--- src/rtl/maxlog_llr_pkg.sv ---
package maxlog_llr_pkg;

  localparam int NSTATE = 8;
  localparam int NTRANS = 2 * NSTATE;
  localparam int NBRANCH = 4;
  localparam int NSTAGE = 4;

  typedef struct packed {
    logic s1En;
    logic s2En;
    logic s3En;
    logic s4En;
  } stage_strobe_t;

  function automatic logic fbBit(input logic u, input logic [2:0] s);
    return u ^ s[1] ^ s[0];
  endfunction

  function automatic logic [2:0] trellisNext(input logic u, input logic [2:0] s);
    return {fbBit(u, s), s[2], s[1]};
  endfunction

  function automatic logic trellisParity(input logic u, input logic [2:0] s);
    return fbBit(u, s) ^ s[2] ^ s[0];
  endfunction

endpackage

--- src/rtl/maxlog_llr_min_tree.sv ---
module maxlog_llr_min_tree #(
  parameter int N = 8,
  parameter int W = 12
) (
  input  logic [N*W-1:0] leafIn,
  output logic [W-1:0]   minOut
);

  logic [W-1:0] work [N];

  always_comb begin
    for (int i = 0; i < N; i++) work[i] = leafIn[i*W +: W];
    for (int w = N / 2; w >= 1; w = w / 2) begin
      for (int j = 0; j < w; j++) begin
        work[j] = (work[2*j] <= work[2*j+1]) ? work[2*j] : work[2*j+1];
      end
    end
    minOut = work[0];
  end

endmodule

--- src/rtl/maxlog_llr_ctrl.sv ---
module maxlog_llr_ctrl
  import maxlog_llr_pkg::*;
(
  input  logic          clk,
  input  logic          rst_n,
  input  logic          validIn,
  output stage_strobe_t stb,
  output logic          validOut
);

  logic [NSTAGE-1:0] vPipe;

  always_ff @(posedge clk or negedge rst_n) begin
    if (!rst_n) vPipe <= '0;
    else        vPipe <= {vPipe[NSTAGE-2:0], validIn};
  end

  always_comb begin
    stb.s1En = validIn;
    stb.s2En = vPipe[0];
    stb.s3En = vPipe[1];
    stb.s4En = vPipe[2];
  end

  assign validOut = vPipe[NSTAGE-1];

  // every result strobe traces back to an accepted step four cycles earlier
  p_valid_latency_r2: assert property (@(posedge clk) disable iff (!rst_n)
    validOut |-> $past(validIn, 4));

  // an accepted step always produces its strobe
  p_valid_follow_r2: assert property (@(posedge clk) disable iff (!rst_n)
    stb.s4En |=> validOut);

endmodule

--- src/rtl/maxlog_llr_datapath.sv ---
module maxlog_llr_datapath
  import maxlog_llr_pkg::*;
#(
  parameter int WM = 10,
  parameter int WG = 10,
  parameter int WX = 8
) (
  input  logic                 clk,
  input  logic                 rst_n,
  input  stage_strobe_t        stb,
  input  logic [NSTATE*WM-1:0] alphaIn,
  input  logic [NSTATE*WM-1:0] betaIn,
  input  logic [NBRANCH*WG-1:0] gammaIn,
  input  logic signed [WX-1:0] sysIn,
  input  logic signed [WX-1:0] aprIn,
  output logic signed [WX-1:0] llrOut,
  output logic signed [WX-1:0] extOut
);

  localparam int WS = ((WM > WG) ? WM : WG) + 2;
  localparam int WL = WS + 1;
  localparam int WE = WS + 3;
  localparam int WT = WE + 2;
  localparam logic signed [WT-1:0] SAT_HI = WT'((1 <<< (WX - 1)) - 1);
  localparam logic signed [WT-1:0] SAT_LO = -SAT_HI - WT'(1);

  // Stage 1: path sums along all transitions
  logic [WS-1:0] pathSum [NTRANS];
  logic [WS-1:0] pathNext [NTRANS];
  logic signed [WX-1:0] sysD1, aprD1, sysD2, aprD2;

  for (genvar t = 0; t < NTRANS; t++) begin : g_path
    localparam int U   = t / NSTATE;
    localparam int S   = t % NSTATE;
    localparam int NXT = int'(trellisNext(1'(U), 3'(S)));
    localparam int PAR = int'(trellisParity(1'(U), 3'(S)));
    assign pathNext[t] = WS'(alphaIn[S*WM +: WM])
                       + WS'(gammaIn[(2*U+PAR)*WG +: WG])
                       + WS'(betaIn[NXT*WM +: WM]);
    always_ff @(posedge clk or negedge rst_n) begin
      if (!rst_n)        pathSum[t] <= '0;
      else if (stb.s1En) pathSum[t] <= pathNext[t];
    end
  end

  always_ff @(posedge clk or negedge rst_n) begin
    if (!rst_n) begin
      sysD1 <= '0;
      aprD1 <= '0;
    end else if (stb.s1En) begin
      sysD1 <= sysIn;
      aprD1 <= aprIn;
    end
  end

  // Stage 2: per-bit minimum
  logic [NSTATE*WS-1:0] leafBus [2];
  logic [WS-1:0] minComb [2];
  logic [WS-1:0] min0R, min1R;

  for (genvar b = 0; b < 2; b++) begin : g_bit
    for (genvar s = 0; s < NSTATE; s++) begin : g_leaf
      assign leafBus[b][s*WS +: WS] = pathSum[b*NSTATE + s];
    end
    maxlog_llr_min_tree #(.N(NSTATE), .W(WS)) u_tree (
      .leafIn (leafBus[b]),
      .minOut (minComb[b])
    );
  end

  always_ff @(posedge clk or negedge rst_n) begin
    if (!rst_n) begin
      min0R <= '0;
      min1R <= '0;
      sysD2 <= '0;
      aprD2 <= '0;
    end else if (stb.s2En) begin
      min0R <= minComb[0];
      min1R <= minComb[1];
      sysD2 <= sysD1;
      aprD2 <= aprD1;
    end
  end

  // Stage 3: a-posteriori difference and extrinsic removal
  logic signed [WL-1:0] llrFull, llr3;
  logic signed [WE-1:0] extFull, ext3;

  assign llrFull = $signed({1'b0, min1R}) - $signed({1'b0, min0R});
  assign extFull = WE'(llrFull) - WE'(sysD2) - WE'(aprD2);

  always_ff @(posedge clk or negedge rst_n) begin
    if (!rst_n) begin
      llr3 <= '0;
      ext3 <= '0;
    end else if (stb.s3En) begin
      llr3 <= llrFull;
      ext3 <= extFull;
    end
  end

  // Stage 4: 0.75 scaling with rounding, then clamping
  function automatic logic signed [WX-1:0] satNarrow(input logic signed [WT-1:0] v);
    if (v > SAT_HI)      return SAT_HI[WX-1:0];
    else if (v < SAT_LO) return SAT_LO[WX-1:0];
    else                 return v[WX-1:0];
  endfunction

  logic signed [WT-1:0] extWide, extTriple, extScaled;

  always_comb begin
    extWide   = WT'(ext3);
    extTriple = (extWide <<< 1) + extWide + WT'(2);
    extScaled = extTriple >>> 2;
  end

  always_ff @(posedge clk or negedge rst_n) begin
    if (!rst_n) begin
      llrOut <= '0;
      extOut <= '0;
    end else if (stb.s4En) begin
      llrOut <= satNarrow(WT'(llr3));
      extOut <= satNarrow(extScaled);
    end
  end

  // each selected minimum never exceeds a path it was chosen from
  p_min_bound_r3: assert property (@(posedge clk) disable iff (!rst_n)
    stb.s2En |=> (min0R <= $past(pathSum[0])) && (min1R <= $past(pathSum[NSTATE])));

  // equal minima give a zero a-posteriori value
  p_tie_zero_r8: assert property (@(posedge clk) disable iff (!rst_n)
    (stb.s3En && (min0R == min1R)) |=> (llr3 == '0));

  // scaling keeps the sign of a non-negative extrinsic
  p_scale_sign_r6: assert property (@(posedge clk) disable iff (!rst_n)
    (stb.s4En && (ext3 >= 0)) |=> (extOut >= 0));

  // outputs hold without a stage-4 strobe
  p_hold_r9: assert property (@(posedge clk) disable iff (!rst_n)
    !stb.s4En |=> ($stable(extOut) && $stable(llrOut)));

endmodule

--- src/rtl/maxlog_llr_unit.sv ---
module maxlog_llr_unit
  import maxlog_llr_pkg::*;
#(
  parameter int WM = 10,
  parameter int WG = 10,
  parameter int WX = 8
) (
  input  logic                  clk,
  input  logic                  rst_n,
  input  logic                  validIn,
  input  logic [8*WM-1:0]       alphaIn,
  input  logic [8*WM-1:0]       betaIn,
  input  logic [4*WG-1:0]       gammaIn,
  input  logic signed [WX-1:0]  sysIn,
  input  logic signed [WX-1:0]  aprIn,
  output logic                  validOut,
  output logic signed [WX-1:0]  llrOut,
  output logic signed [WX-1:0]  extOut
);

  stage_strobe_t stb;

  maxlog_llr_ctrl u_ctrl (
    .clk      (clk),
    .rst_n    (rst_n),
    .validIn  (validIn),
    .stb      (stb),
    .validOut (validOut)
  );

  maxlog_llr_datapath #(.WM(WM), .WG(WG), .WX(WX)) u_dp (
    .clk     (clk),
    .rst_n   (rst_n),
    .stb     (stb),
    .alphaIn (alphaIn),
    .betaIn  (betaIn),
    .gammaIn (gammaIn),
    .sysIn   (sysIn),
    .aprIn   (aprIn),
    .llrOut  (llrOut),
    .extOut  (extOut)
  );

  // no strobe while reset is applied
  p_reset_quiet_r1: assert property (@(posedge clk) !rst_n |-> !validOut);

endmodule

--- config.mk ---
export PLATFORM = sky130hd
export DESIGN_NAME = maxlog_llr_unit
export DESIGN_NICKNAME = d
export VERILOG_FILES = /design/src/rtl/maxlog_llr_pkg.sv /design/src/rtl/maxlog_llr_min_tree.sv /design/src/rtl/maxlog_llr_ctrl.sv /design/src/rtl/maxlog_llr_datapath.sv /design/src/rtl/maxlog_llr_unit.sv
export SDC_FILE = /design/constraint.sdc
export NUM_CORES = 2
export LEC_CHECK = 0
export CAP_MARGIN = 40
export CELL_PAD_IN_SITES_DETAIL_PLACEMENT = 2
export CELL_PAD_IN_SITES_GLOBAL_PLACEMENT = 2
export CORE_MARGIN = 8
export CORE_UTILIZATION = 34
export CTS_CLUSTER_SIZE = 16
export DETAILED_ROUTE_END_ITERATION = 10
export PLACE_DENSITY = 0.82
export SYNTH_ARGS = -nofsm -noshare
export SYNTH_HDL_FRONTEND = slang
export SYNTH_HIERARCHICAL = 1
export SYNTH_SLANG_ARGS = --single-unit
export TNS_END_PERCENT = 50
--- constraint.sdc ---
create_clock -name clk -period 11.7 [get_ports clk]
set_input_delay 3.51 -clock clk [delete_from_list [all_inputs] [get_ports clk]]
set_output_delay 3.51 -clock clk [all_outputs]
set_load 0.1 [all_outputs]
==> reports/qor.csv <==
metric,value,unit
result of the run,completed,
"commonest non-fill, non-tap cell in the layout",ha_1,
final worst path period share,0.622,
"flops & latches, synth",296,
CTS Buf Count,40,
"Seq/Total Area, Yosys",0.262,
Min-Delay Path Class,reg -> reg,
CTS tree,yes,
Final setup viols,0,
die area,92800,sq um
CTS Hold Bufs,0,
dpl cells,4074,
clk slew on worst S/H paths,0.06,ns
Pre-antenna DRT Iters,5,
Remaining DRCs,0,
setup_tns,0,ns
drt wl/cell,25.9,um
"Data arrival, critical path",7.72,ns
MaxCap Viol Count,0,
clk_skew,0.0224,ns
Post-synth EDFFs,0,
Synthesized Nets,3570,
pwr dens,343,nW/um^2
CP required,12.14,ns
asr flop ratio synth,1.00,
fraction of layout cells with a size suffix above 1,0.105,
synthesis-to-layout area growth,18.2,%
GR Overflow Total,0,
Comb power frac,0.736,
Int Pwr,5730,uW
cell taking the most area after synthesis,dfrtp_1,
Worst Tran Pin Value,1.15,ns
Area contributors post-synth,"dfrtp_1 26%, ha_1 16%, fa_1 14%, mux2_2 6.5%, mux2i_1 5.4%",
synth warn,6,
Vias/cell,5.48,
initial antenna violation count,7,
H-tree levels,2,
Nets,3811,
Synth cell types,68,
root buffer cell,clkbuf_16,
post-CTS setup buffer count,0,
Synth Flop Type,dfrtp_1,
WL final,107000,um
Max VDD drop,218,uV
I/O Pins,236,
Sink Count,296,
CORE AREA,83000,sq um
HPWL Detailed,88900,um
Final ANT Viol Nets,0,
Tmin final,7.28,ns
DR vias,22800,
Startpoint Class,flop,
total track usage,0.227,
GP Congestion,0.959,
Die W,305,um
Mapped Cells,2796,
Finished Cell Area,33500,sq um
achievable frequency,0.137,GHz
RSZ-0062 raised after global routing,no,
Die Ht,305,um
"Slew Viols, Final",0,
global-route wire length before repair,164000,um
post-synth top area share,0.262,
largest net degree at the start of global routing,155,
syn avg cell area,10.1,sq um
Final Core Density,0.403,
Reg power frac,0.156,
"Hold Vio Cnt, Final",0,
Skew-Pair Late Insertion Delay,0.57,ns
Slew Limit Headroom,0.236,
cell area after placement,32100,sq um
Clock Path Buffers,3,
cts repair resizes,0,
sw frac,0.500,
"Cell Area, Synth",28300,sq um
Clock Power Share,0.108,
crit-path max FO,14,
row cnt,106,
leakage power total,0.0157,uW
PortBufs,235,
crit end category,flop,
DRT iter0 DRCs,997,
number of global-route vias before repair,26200,
most frequent cells in the layout,"364 x ha_1, 363 x inv_1, 295 x dfrtp_1",
Initial Util,0.341,
worst setup path class,reg -> reg,
fin cells,4153,
Switch Pwr,5730,uW
## cells by family after synthesis
kind of cell / count (synthesis) / synth area share
AND/OR/NAND/NOR: 506 / 0.0916
flip-flops: 296 / 0.262
buffers and inverters: 435 / 0.0593
XOR/XNOR: 122 / 0.0377
adder cells (fa/ha/maj): 555 / 0.296
multiplexers: 322 / 0.122
AO/OA/AOI/OAI: 560 / 0.132
## power by group through the flow
stage                     combinational [uW]  clock (uW)  sequential [uW]
after floorplan                         5640           0             1810
after global placement                  7730           0             1760
after detailed placement                8270           0             1800
after CTS                               8420        1280             1790
after global routing                    9170        1300             1830
final                                   8440        1240             1790
## per-stage QoR
step	total power [uW]	hold slack [ns]	setup slack, ns
global route	12300	0.515	4.10
detailed placement	10100	0.478	4.50
global placement	9490	0.464	4.63
finish	11500	0.484	4.42
floorplan	7450	0.352	5.77
CTS	11500	0.491	4.49
## sequential cells by signal (all words and copies together) (netlist names), 12 cells and up
name,count
u_dp/min1R,12
u_dp/min0R,12
u_dp/ext3,15
u_dp/llr3,13
u_dp/leafBus,192
## metal layers
| metal | wire, um | up-vias | global-route usage |
|---|---|---|---|
| met5 | 0 | - | 0 |
| met4 | 4110 | 0 | 0.0831 |
| met3 | 3900 | 197 | 0.0277 |
| met2 | 55400 | 495 | 0.414 |
| met1 | 44000 | 11800 | 0.271 |
| li1 | - | 10200 | - |
## cell usage after synthesis, drive strengths merged, types with 3 or more instances
library cell / count
a21boi: 27
nand4: 35
a21oi: 129
and4: 6
a211o: 20
ha: 364
a221o: 30
mux2i: 156
mux2: 166
and2: 5
o22ai: 20
nor2b: 55
xnor2: 84
nor3: 32
a21o: 75
a31oi: 13
o21ai: 143
o31ai: 17
clkbuf: 54
nand2b: 38
inv: 364
o211ai: 22
o2bb2ai: 16
a211oi: 4
dfrtp: 296
o21a: 24
or3: 4
fa: 191
nor4: 5
nand3b: 33
nand2: 131
xor2: 38
or2: 30
a31o: 3
nand3: 27
buf: 17
nor2: 98
o41ai: 3
## final cells by class
class / count / area, sq um
Clock buffer: 56 / 1130
Timing Repair Buffer: 270 / 2780
Multi-Input combinational cell: 2065 / 19300
Inverter: 364 / 1370
Sequential cell: 296 / 7410
Clock inverter: 15 / 160
Fill cell: 8775 / 49600
Antenna cell: 7 / 17.5
Tap cell: 1080 / 1350
## critical path, stage by stage, from the launching register on
cell,delay [ns]
dfrtp_1,0.41
ha_1,0.34
a21o_1,0.20
a221o_1,0.33
a221o_1,0.39
o22ai_2,0.76
mux2i_1,0.47
inv_1,0.09
ha_1,0.30
and3_1,0.19
nand2b_1,0.07
nand3_1,0.06
a2111oi_0,0.40
a31oi_1,0.17
buf_4,0.25
mux2i_1,0.36
inv_1,0.09
ha_1,0.35
a21oi_1,0.18
o21ai_0,0.11
nand2b_1,0.08
a31oi_1,0.08
buf_4,0.21
nor2b_1,0.67
a221o_1,0.35
nand2_1,0.10
o21ai_0,0.15
## path summary, 6_finish.rpt
check	to	slack (ns)	cells after the start	from
worst max-delay path	u_dp/min0R[1]	4.42	26	u_dp/leafBus[149]
worst min-delay path	u_dp/aprD2[7]	0.48	2	u_dp/aprD1[7]
worst max register to register	u_dp/min0R[1]	4.42	26	u_dp/leafBus[149]
worst min register to register	u_dp/aprD2[7]	0.48	2	u_dp/aprD1[7]
max in group asynchronous	u_dp/leafBus[148]	7.12	2	rst_n
min in group asynchronous	u_dp/aprD1[0]	3.01	1	rst_n
Note: power is estimated with default switching activity, not from simulation.
